**config.mk**
```make
export PLATFORM = sky130hd
export DESIGN_NAME = edo_ctrl
export DESIGN_NICKNAME = d
export VERILOG_FILES = /design/src/rtl/edo_pkg.sv /design/src/rtl/edo_ref_timer.sv /design/src/rtl/edo_addr_split.sv /design/src/rtl/edo_ctrl.sv
export SDC_FILE = /design/constraint.sdc
export NUM_CORES = 1
export LEC_CHECK = 0
export CORE_ASPECT_RATIO = 1.4
export CORE_MARGIN = 1.5
export CORE_UTILIZATION = 41
export DETAILED_ROUTE_END_ITERATION = 10
export GPL_TIMING_DRIVEN = 0
export PLACE_DENSITY_LB_ADDON = 0.3
export SYNTH_ARGS = -nofsm -noshare
export SYNTH_HDL_FRONTEND = slang
export SYNTH_SLANG_ARGS = --single-unit
```
**constraint.sdc**
```tcl
create_clock -name clk -period 1.9 [get_ports clk]
set_input_delay 0.38 -clock clk [delete_from_list [all_inputs] [get_ports clk]]
set_output_delay 0.38 -clock clk [all_outputs]
set_load 0.05 [all_outputs]
```
**src/rtl/edo_pkg.sv**
```systemverilog
package edo_pkg;
    typedef enum logic [3:0] {
        ST_PAUSE,
        ST_IDLE,
        ST_ADDR,
        ST_ROW,
        ST_COLA,
        ST_STRB,
        ST_PRE,
        ST_REFC,
        ST_REFR
    } edo_state_t;
endpackage

```
**src/rtl/edo_ref_timer.sv**
```systemverilog
module edo_ref_timer #(
    parameter int REF_INT = 780
) (
    input  logic clk,
    input  logic rst,
    input  logic en,
    input  logic done,
    output logic owed,
    output logic err
);
    localparam int CW = $clog2(REF_INT + 1);

    logic [CW-1:0] tcnt;
    logic [1:0]    debt;
    logic          tick;

    assign tick = en && (tcnt == CW'(REF_INT - 1));
    assign owed = (debt != 2'd0);

    always_ff @(posedge clk) begin
        if (rst) begin
            tcnt <= '0;
            debt <= 2'd0;
            err  <= 1'b0;
        end else if (en) begin
            tcnt <= tick ? '0 : tcnt + 1'b1;
            if (tick && !done) begin
                if (debt != 2'd0) err <= 1'b1;
                if (debt != 2'd2) debt <= debt + 2'd1;
            end else if (!tick && done && debt != 2'd0) begin
                debt <= debt - 2'd1;
            end
        end
    end
endmodule

```
**src/rtl/edo_addr_split.sv**
```systemverilog
module edo_addr_split #(
    parameter int ROW_W = 12,
    parameter int COL_W = 10
) (
    input  logic [ROW_W+COL_W:0] word,
    output logic                 rank,
    output logic [ROW_W-1:0]     row,
    output logic [ROW_W-1:0]     col
);
    assign rank = word[ROW_W+COL_W];
    assign row  = word[ROW_W+COL_W-1:COL_W];

    generate
        if (ROW_W > COL_W) begin : g_pad
            assign col = {{(ROW_W-COL_W){1'b0}}, word[COL_W-1:0]};
        end else begin : g_trunc
            assign col = word[ROW_W-1:0];
        end
    endgenerate
endmodule

```
**src/rtl/edo_ctrl.sv**
```systemverilog
module edo_ctrl
    import edo_pkg::*;
#(
    parameter int ROW_W     = 12,
    parameter int COL_W     = 10,
    parameter int DW        = 32,
    parameter int INIT_CYC  = 10000,
    parameter int INIT_REFS = 8,
    parameter int REF_INT   = 780,
    parameter int TRCD_CYC  = 1,
    parameter int TCAS_CYC  = 1,
    parameter int TCAC_CYC  = 1,
    parameter int TRAC_CYC  = 3,
    parameter int TRAS_CYC  = 3,
    parameter int TRP_CYC   = 2
) (
    input  logic                   clk,
    input  logic                   rst,
    input  logic                   host_req,
    input  logic                   host_wr,
    input  logic [ROW_W+COL_W:0]   host_addr,
    input  logic [DW-1:0]          host_wdata,
    input  logic [DW/8-1:0]        host_be,
    output logic                   host_ack,
    output logic [DW-1:0]          host_rdata,
    output logic                   host_rvalid,
    output logic                   ready,
    output logic                   ref_err,
    output logic [ROW_W-1:0]       dram_addr,
    output logic [1:0]             dram_ras_n,
    output logic [DW/8-1:0]        dram_cas_n,
    output logic                   dram_we_n,
    output logic [DW-1:0]          dram_dq_out,
    output logic                   dram_dq_oe,
    input  logic [DW-1:0]          dram_dq_in
);
    localparam int NB    = DW / 8;
    localparam int AW    = ROW_W + COL_W + 1;
    localparam int CNT_W = $clog2(INIT_CYC + REF_INT + 64);
    localparam int IL_W  = $clog2(INIT_REFS + 1);

    function automatic int strobe_len();
        int m;
        m = TCAS_CYC;
        if (TCAC_CYC > m) m = TCAC_CYC;
        if (TRAC_CYC - TRCD_CYC - 1 > m) m = TRAC_CYC - TRCD_CYC - 1;
        if (TRAS_CYC - TRCD_CYC - 1 > m) m = TRAS_CYC - TRCD_CYC - 1;
        return m;
    endfunction

    localparam int STRB_CYC = strobe_len();

    edo_state_t        state;
    logic [CNT_W-1:0]  cnt;
    logic [IL_W-1:0]   init_left;
    logic              init_done;
    logic [AW-1:0]     lat_addr;
    logic              lat_wr;
    logic [DW-1:0]     lat_wdata;
    logic [NB-1:0]     lat_be;
    logic              ack_q;
    logic              rvalid_q;
    logic [DW-1:0]     rdata_q;

    logic              ref_owed;
    logic              ref_done;
    logic              lat_rank;
    logic [ROW_W-1:0]  lat_row;
    logic [ROW_W-1:0]  lat_col;

    assign ref_done = (state == ST_REFR) && (cnt == CNT_W'(TRAS_CYC - 1)) && init_done;

    edo_ref_timer #(.REF_INT(REF_INT)) u_timer (
        .clk  (clk),
        .rst  (rst),
        .en   (init_done),
        .done (ref_done),
        .owed (ref_owed),
        .err  (ref_err)
    );

    edo_addr_split #(.ROW_W(ROW_W), .COL_W(COL_W)) u_split (
        .word (lat_addr),
        .rank (lat_rank),
        .row  (lat_row),
        .col  (lat_col)
    );

    // state register and request latches
    always_ff @(posedge clk) begin
        if (rst) begin
            state     <= ST_PAUSE;
            cnt       <= '0;
            init_left <= IL_W'(INIT_REFS);
            init_done <= 1'b0;
            lat_addr  <= '0;
            lat_wr    <= 1'b0;
            lat_wdata <= '0;
            lat_be    <= '0;
            ack_q     <= 1'b0;
            rvalid_q  <= 1'b0;
            rdata_q   <= '0;
        end else begin
            ack_q    <= 1'b0;
            rvalid_q <= 1'b0;
            cnt      <= cnt + 1'b1;
            unique case (state)
                ST_PAUSE: begin
                    if (cnt == CNT_W'(INIT_CYC - 1)) begin
                        state <= ST_REFC;
                        cnt   <= '0;
                    end
                end
                ST_IDLE: begin
                    cnt <= '0;
                    if (ref_owed) begin
                        state <= ST_REFC;
                    end else if (host_req) begin
                        state     <= ST_ADDR;
                        lat_addr  <= host_addr;
                        lat_wr    <= host_wr;
                        lat_wdata <= host_wdata;
                        lat_be    <= host_be;
                        ack_q     <= 1'b1;
                    end
                end
                ST_ADDR: begin
                    state <= ST_ROW;
                    cnt   <= '0;
                end
                ST_ROW: begin
                    if (cnt == CNT_W'(TRCD_CYC - 1)) begin
                        state <= ST_COLA;
                        cnt   <= '0;
                    end
                end
                ST_COLA: begin
                    state <= ST_STRB;
                    cnt   <= '0;
                end
                ST_STRB: begin
                    if (cnt == CNT_W'(STRB_CYC - 1)) begin
                        state <= ST_PRE;
                        cnt   <= '0;
                        if (!lat_wr) begin
                            rdata_q  <= dram_dq_in;
                            rvalid_q <= 1'b1;
                        end
                    end
                end
                ST_PRE: begin
                    if (cnt == CNT_W'(TRP_CYC - 1)) begin
                        cnt <= '0;
                        if (init_left != '0) begin
                            state <= ST_REFC;
                        end else begin
                            state     <= ST_IDLE;
                            init_done <= 1'b1;
                        end
                    end
                end
                ST_REFC: begin
                    state <= ST_REFR;
                    cnt   <= '0;
                end
                ST_REFR: begin
                    if (cnt == CNT_W'(TRAS_CYC - 1)) begin
                        state <= ST_PRE;
                        cnt   <= '0;
                        if (init_left != '0) init_left <= init_left - 1'b1;
                    end
                end
            endcase
        end
    end

    // strobe and bus outputs decoded from the state
    always_comb begin
        dram_ras_n = 2'b11;
        dram_cas_n = '1;
        dram_we_n  = 1'b1;
        dram_addr  = '0;
        dram_dq_oe = 1'b0;
        unique case (state)
            ST_PAUSE, ST_IDLE, ST_PRE: ;
            ST_ADDR: dram_addr = lat_row;
            ST_ROW: begin
                dram_ras_n = lat_rank ? 2'b01 : 2'b10;
                dram_addr  = lat_row;
            end
            ST_COLA: begin
                dram_ras_n = lat_rank ? 2'b01 : 2'b10;
                dram_addr  = lat_col;
                dram_we_n  = !lat_wr;
                dram_dq_oe = lat_wr;
            end
            ST_STRB: begin
                dram_ras_n = lat_rank ? 2'b01 : 2'b10;
                dram_addr  = lat_col;
                dram_we_n  = !lat_wr;
                dram_dq_oe = lat_wr;
                dram_cas_n = lat_wr ? ~lat_be : '0;
            end
            ST_REFC: dram_cas_n = '0;
            ST_REFR: begin
                dram_cas_n = '0;
                dram_ras_n = 2'b00;
            end
        endcase
    end

    assign dram_dq_out = lat_wdata;
    assign host_ack    = ack_q;
    assign host_rvalid = rvalid_q;
    assign host_rdata  = rdata_q;
    assign ready       = init_done;
endmodule

```
After elaboration in Yosys (flattened, before gate mapping)

Cells that the tools add are included.

Add/sub/neg operators: 5
Equality and inequality tests: 20
Mux-type cells: 27
Bitwise operators: 7
Reduce and logical (&&, ||, !) cells: 29

Operator list:

| cell                  | number |
|---|---|
| $pmux 14 s5           | 1 |
| $mux 14               | 4 |
| $pmux 4 s9            | 1 |
| $mux 4                | 8 |
| $pmux 12 s2           | 1 |
| $reduce_and 3->1      | 6 |
| $eq 4x3->1 const B    | 4 |
| $add 14x1->14 const B | 1 |
| $eq 14x1->1 const B   | 1 |
| $eq 14x14->1 const B  | 1 |
| $eq 14x2->1 const B   | 1 |
| $logic_not 14->1      | 1 |
| $ne 2x2->1 const B    | 6 |
| $add 10x1->10 const B | 1 |
| $eq 10x10->1 const B  | 1 |
| $mux 10               | 1 |
| $reduce_or 3->1       | 3 |
| $eq 4x2->1 const B    | 2 |
| $mux 2                | 4 |
| $pmux 4 s2            | 1 |
| $reduce_or 2->1       | 4 |
| $logic_and 1x1->1     | 6 |
| $not 1->1             | 6 |
| $reduce_and 6->1      | 1 |
| 16 further kinds      | 22 |

Flip-flop bits (word level): 130
Bits of input ports: 95
Output and inout port bits: 88
Word-level logic and storage cells: 102

Longest topological paths before layout

Depth in word-level cells: 7
Mapped depth: 8
Gate-level depth less buffers: 7

By module

From an unflattened synthesis, not the netlist that was laid out.

Cells, all modules: 707
Area total of the unflattened synthesis: 5625.4 um^2

By module, submodules not included:

| module         | times used | cells an instance | area each (um^2) | sequential area each (um^2) |
|---|---|---|---|---|
| edo_ctrl       | 1          | 608               | 4768.3           | 2342.2 |
| edo_ref_timer  | 1          | 73                | 665.6            | 260.2 |
| edo_addr_split | 1          | 26                | 191.4            | 0.0 |

Worst setup path before layout

Ideal clock, no wire load.

Path kind: register to output
Start: reg state[2]
End: out dram_dq_oe
Arrival: 2.042 ns
Data required time: 1.520 ns
Path slack: -0.522 ns
Cell stages (with the launch flop): 6
Buffers on the path: 2
Cell sequence: dfxtp_1 > buf_2 > nor2b_1 > clkbuf_1 > nand3b_1 > inv_1

Word-level cells in the longest chain between the ends: 3
Elaborated cells between the ends (all ways): 4
Classes of those cells: 2 x eq/ne; 1 x mux; 1 x reduce/logical

RTL lines:

| what                               | RTL line        | RTL |
|---|---|---|
| from (decl)                        | edo_ctrl.sv:53  | `edo_state_t state;` |
| from (signal assigned)             | edo_ctrl.sv:92  | `state <= ST_PAUSE;` |
| from (signal assigned)             | edo_ctrl.sv:110 | `state <= ST_REFC;` |
| from (signal assigned)             | edo_ctrl.sv:117 | `state <= ST_REFC;` |
| $eq 4x3->1                         | edo_ctrl.sv:184 | `unique case (state)` |
| $reduce_or 2->1 (no source line) * | n/a             |  |
| $mux 1 *                           | edo_ctrl.sv:184 |  |
| to (decl)                          | edo_ctrl.sv:34  | `output logic dram_dq_oe,` |

Mark *: on every way between the ends. The rest lies on a longest branch, timed or not.

Worst setup path after layout

Start: reg state[2]
End: out dram_addr[4]

Word-level cells in the longest chain between the ends: 3
Elaborated cells between the ends (all ways): 7
Classes of those cells: 4 x eq/ne; 1 x mux; 2 x reduce/logical

RTL lines:

| what                                     | RTL line        | RTL |
|---|---|---|
| $eq 4x3->1 or $eq 4x2->1 (tied branches) | edo_ctrl.sv:184 |  |
| $reduce_or 2->1 (no source line)         | n/a             |  |
| $pmux 12 s2 *                            | edo_ctrl.sv:184 |  |
| to (decl)                                | edo_ctrl.sv:29  | `output logic [ROW_W-1:0] dram_addr,` |

Marks and branches as above.

==> reports/results.md <==
* **data required time of the worst path** 1520 ps
* **share of cells above drive strength 1** 20.9%
* **filler cell count in the final layout** 938
* **CTS Root Buffer Type** sky130_fd_sc_hd__clkbuf_16
* **pin count of the biggest net entering global routing** 17
* **I/O pin count** 183
* **clk buf depth** 2
* **startpoint class of the critical path** register
* **syn_nets** 743
* **Die ar.** 13900 µm²
* **RSZ-0062 raised after global routing** true
* **largest driver fanout on the critical path** 5
* **data arrival time of the critical path** 1750 ps
* **power density over cell area** 1130 nW/µm²
* **remaining routing DRC violations** 0
* **summed instance area of the synthesized netlist** 5400 µm²
* **post-layout minimum cycle time** 2130 ps
* **overall fraction of global-route tracks in use** 24.4%
* **number of design-rule violations left by the first detailed-router iteration** 214
* **antenna cells** 0
* **result of the run** finished with violations
* **DRT antenna net count** 0
* **number of hold violations in the final report** 0
* **total of buffers placed on input and output ports** 181
* **Max-Cap Viols** 0
* **Async S/R FF share, synth** 0%
* **CTS HTree Levels** 4
* **number of distinct library cells after synthesis** 53
* **starting density of the core** 41.9%
* **number of antenna violations at the first check in global routing** 0
* **total via count after detailed routing** 5635
* **final HPWL from detailed placement** 11700 µm
* **worst hold slack after final layout** 450 ps
* **router iterations before antenna repair** 5
* **final net count** 977
* **count of state elements after synthesis** 130
* **GRT Residual Overflow** 0
* **share of the yosys chip area belonging to registers** 48.2%
* **routed wirelength normalized by instance count** 17.8 µm
* **growth of design area from synthesis to finish** 66.3%
* **area of placed instances** 7540 µm²
* **Finished Core Util** 69.7%
* **via count of the first global-routing pass** 5593
* **number of instances in the synthesized netlist** 642
* **IR Drop Worst-Case VDD** 0.000724 V
* **Achievable Freq** 469 MHz
* **syn_area_per_cell** 8.40 µm²
* **wire length of the first global-routing pass** 27200 µm
* **Sum Neg Setup Slack** -4050 ps
* **leakage power** 3.61 nW
* **core outline area** 12900 µm²
* **violations in the final reports** setup timing
* **share of the clock period used by the worst path** 112%
* **clock-pin slew reported for the worst setup and hold paths after clock tree synthesis** 60 ps
* **worst relative slew slack** 52.7%
* **clock latency on the worst-skew pair** 410 ps
* **clock tree from TritonCTS** done
* **yosys synthesis warning count** 0
* **die width** 100 µm
* **Avg Vias per Cell** 5.41
* **final-report max-slew violation count** 0
* **Row Count** 49
* **Worst Slack Setup Final** -230 ps
* **Setup Crit Path Kind** reg2out
* **kind of end point of the critical path** output pin
* **fin area** 8970 µm²
* **maximum clock skew at final layout** 7.89 ps
* **final setup violation count** 23
* **measured slew at the worst slew-check pin** 709 ps
* **number of sinks handled by clock tree synthesis** 130
* **number of flops mapped to enable cells by yosys** 0
* **overall die height** 139 µm
* **number of buffers created by CTS** 17
* **quantity of hold-fixing buffers added after cts** 0
* **primary flip-flop cell chosen by synthesis mapping** sky130_fd_sc_hd__dfxtp_1
* **Hold WC Path Type** reg2reg
* **overall routed net length** 18500 µm
* **Routability Congestion** 0.831
per-stage QoR:
step           worst slack, ps  instances  total power [mW]
2_1_floorplan             -210        642              4.95
3_3_place_gp              -953        976              5.76
3_5_place_dp              -988        976              5.83
4_1_cts                   -250       1032              9.69
5_1_grt                   -282       1042              10.5
6_report                  -230       1042              10.1
power breakdown:
group / total (mW) / switching (mW) / internal, mW
clock: 3.34 / 1.31 / 2.03
combinational: 3.65 / 2.08 / 1.56
sequential: 3.12 / 0.162 / 2.96
logic make-up (layout without fill, tap and decap cells):
logic type	Yosys count	after routing	synth area share, %
DFF	130	130	48.2
AOI/OAI and AO/OA	103	103	11.4
buffers and inverters	52	299	4.13
xor gates and xnor gates	24	24	3.90
and+or+nand+nor	294	294	24.8
adders and majority gates	6	6	1.39
muxes	33	33	6.12
placed cells by master (no fill, tap or decap), types with 13 or more instances in the layout:
cell type / synthesis / routed
sky130_fd_sc_hd__clkbuf_16: 0 / 23
sky130_fd_sc_hd__xor2_1: 14 / 13
sky130_fd_sc_hd__nand2_1: 136 / 135
sky130_fd_sc_hd__nor2_1: 82 / 69
sky130_fd_sc_hd__dlygate4sd2_1: 0 / 67
sky130_fd_sc_hd__clkbuf_1: 31 / 16
sky130_fd_sc_hd__buf_4: 3 / 21
sky130_fd_sc_hd__buf_6: 1 / 26
sky130_fd_sc_hd__a21oi_1: 69 / 67
sky130_fd_sc_hd__mux2i_1: 33 / 32
sky130_fd_sc_hd__clkdlybuf4s50_1: 0 / 93
sky130_fd_sc_hd__dfxtp_1: 130 / 124
worst max-delay path, cell delays in order, from the launching register on:
cell	delay, ps
sky130_fd_sc_hd__dfxtp_2	320
sky130_fd_sc_hd__buf_6	130
sky130_fd_sc_hd__buf_8	120
sky130_fd_sc_hd__nor2b_4	210
sky130_fd_sc_hd__clkbuf_16	200
sky130_fd_sc_hd__a22oi_2	60
sky130_fd_sc_hd__nor2_4	130
sky130_fd_sc_hd__buf_6	160
state kept, by name (all words and copies together), names as in the netlist, 2 cells and up:
register      count
init_left         4
lat_be            4
lat_addr         23
dram_dq_out      32
host_rdata       32
u_timer.debt      2
cnt              14
u_timer.tcnt     10
state             4
repair_timing:
action                     4_1_cts  5_1_grt
buffers inserted                23        9
setup endpoints to repair      205      133
gates cloned                     2        4
pin swaps                       15       12
gates resized for setup        280       54
worst paths after layout:
| check | start | end | slack (ps) | cells after the start |
|---|---|---|---|---|
| min reg2reg | dram_dq_out[16] | dram_dq_out[16] | 450 | 2 |
| min | dram_dq_out[16] | dram_dq_out[16] | 450 | 2 |
| max reg2reg | state[2] | state[0] | -220 | 9 |
| max | state[2] | dram_addr[4] | -230 | 7 |
synth_stat cells (2+ instances only):
library cell               number  area (µm²)
sky130_fd_sc_hd__nand2_1      136         510
sky130_fd_sc_hd__dfxtp_1      130        2600
sky130_fd_sc_hd__nor2_1        82         308
sky130_fd_sc_hd__a21oi_1       69         345
sky130_fd_sc_hd__mux2i_1       33         330
sky130_fd_sc_hd__clkbuf_1      31         116
sky130_fd_sc_hd__xor2_1        14         123
sky130_fd_sc_hd__nand3_1       11        55.1
sky130_fd_sc_hd__a22oi_1       10        75.1
sky130_fd_sc_hd__and3_1        10        62.6
sky130_fd_sc_hd__nor3_1        10        50.1
sky130_fd_sc_hd__xnor2_1       10        87.6
sky130_fd_sc_hd__inv_1          9        33.8
sky130_fd_sc_hd__buf_2          7        35.0
sky130_fd_sc_hd__ha_1           6        75.1
sky130_fd_sc_hd__nand4_1        6        37.5
sky130_fd_sc_hd__nor2b_1        6        37.5
sky130_fd_sc_hd__a31oi_1        5        31.3
sky130_fd_sc_hd__nand2b_1       5        31.3
sky130_fd_sc_hd__a211oi_1       4        30.0
sky130_fd_sc_hd__and3b_1        3        26.3
sky130_fd_sc_hd__and4_1         3        26.3
sky130_fd_sc_hd__buf_4          3        22.5
sky130_fd_sc_hd__nor4bb_1       3        30.0
sky130_fd_sc_hd__a32o_1         2        20.0
sky130_fd_sc_hd__and2_1         2        12.5
sky130_fd_sc_hd__nor3b_1        2        15.0
sky130_fd_sc_hd__nor4_1         2        12.5
sky130_fd_sc_hd__nor4b_1        2        17.5
sky130_fd_sc_hd__o21ai_0        2        10.0
sky130_fd_sc_hd__or4_1          2        15.0
per-layer routing:
metal	part of all wire [%]	GRT usage (%)	vias up
met3	5.8	6.75	59
met1	35	24.8	2699
met2	55	44.9	232
li1	-	-	2645
met4	4.2	11.9	0
met5	0	0	-
layout make-up:
cell class,instances,area (µm²),share of cell area [%]
multi-input combinational,460,3000,33.5
sequential,130,2620,29.2
timing repair buffer,218,2180,24.4
clock buffer,20,457,5.09
buffer,40,339,3.78
tap,153,191,2.13
clock inverter,12,144,1.60
inverter,9,37.5,0.418
Note: power is estimated with default switching activity, not from simulation.
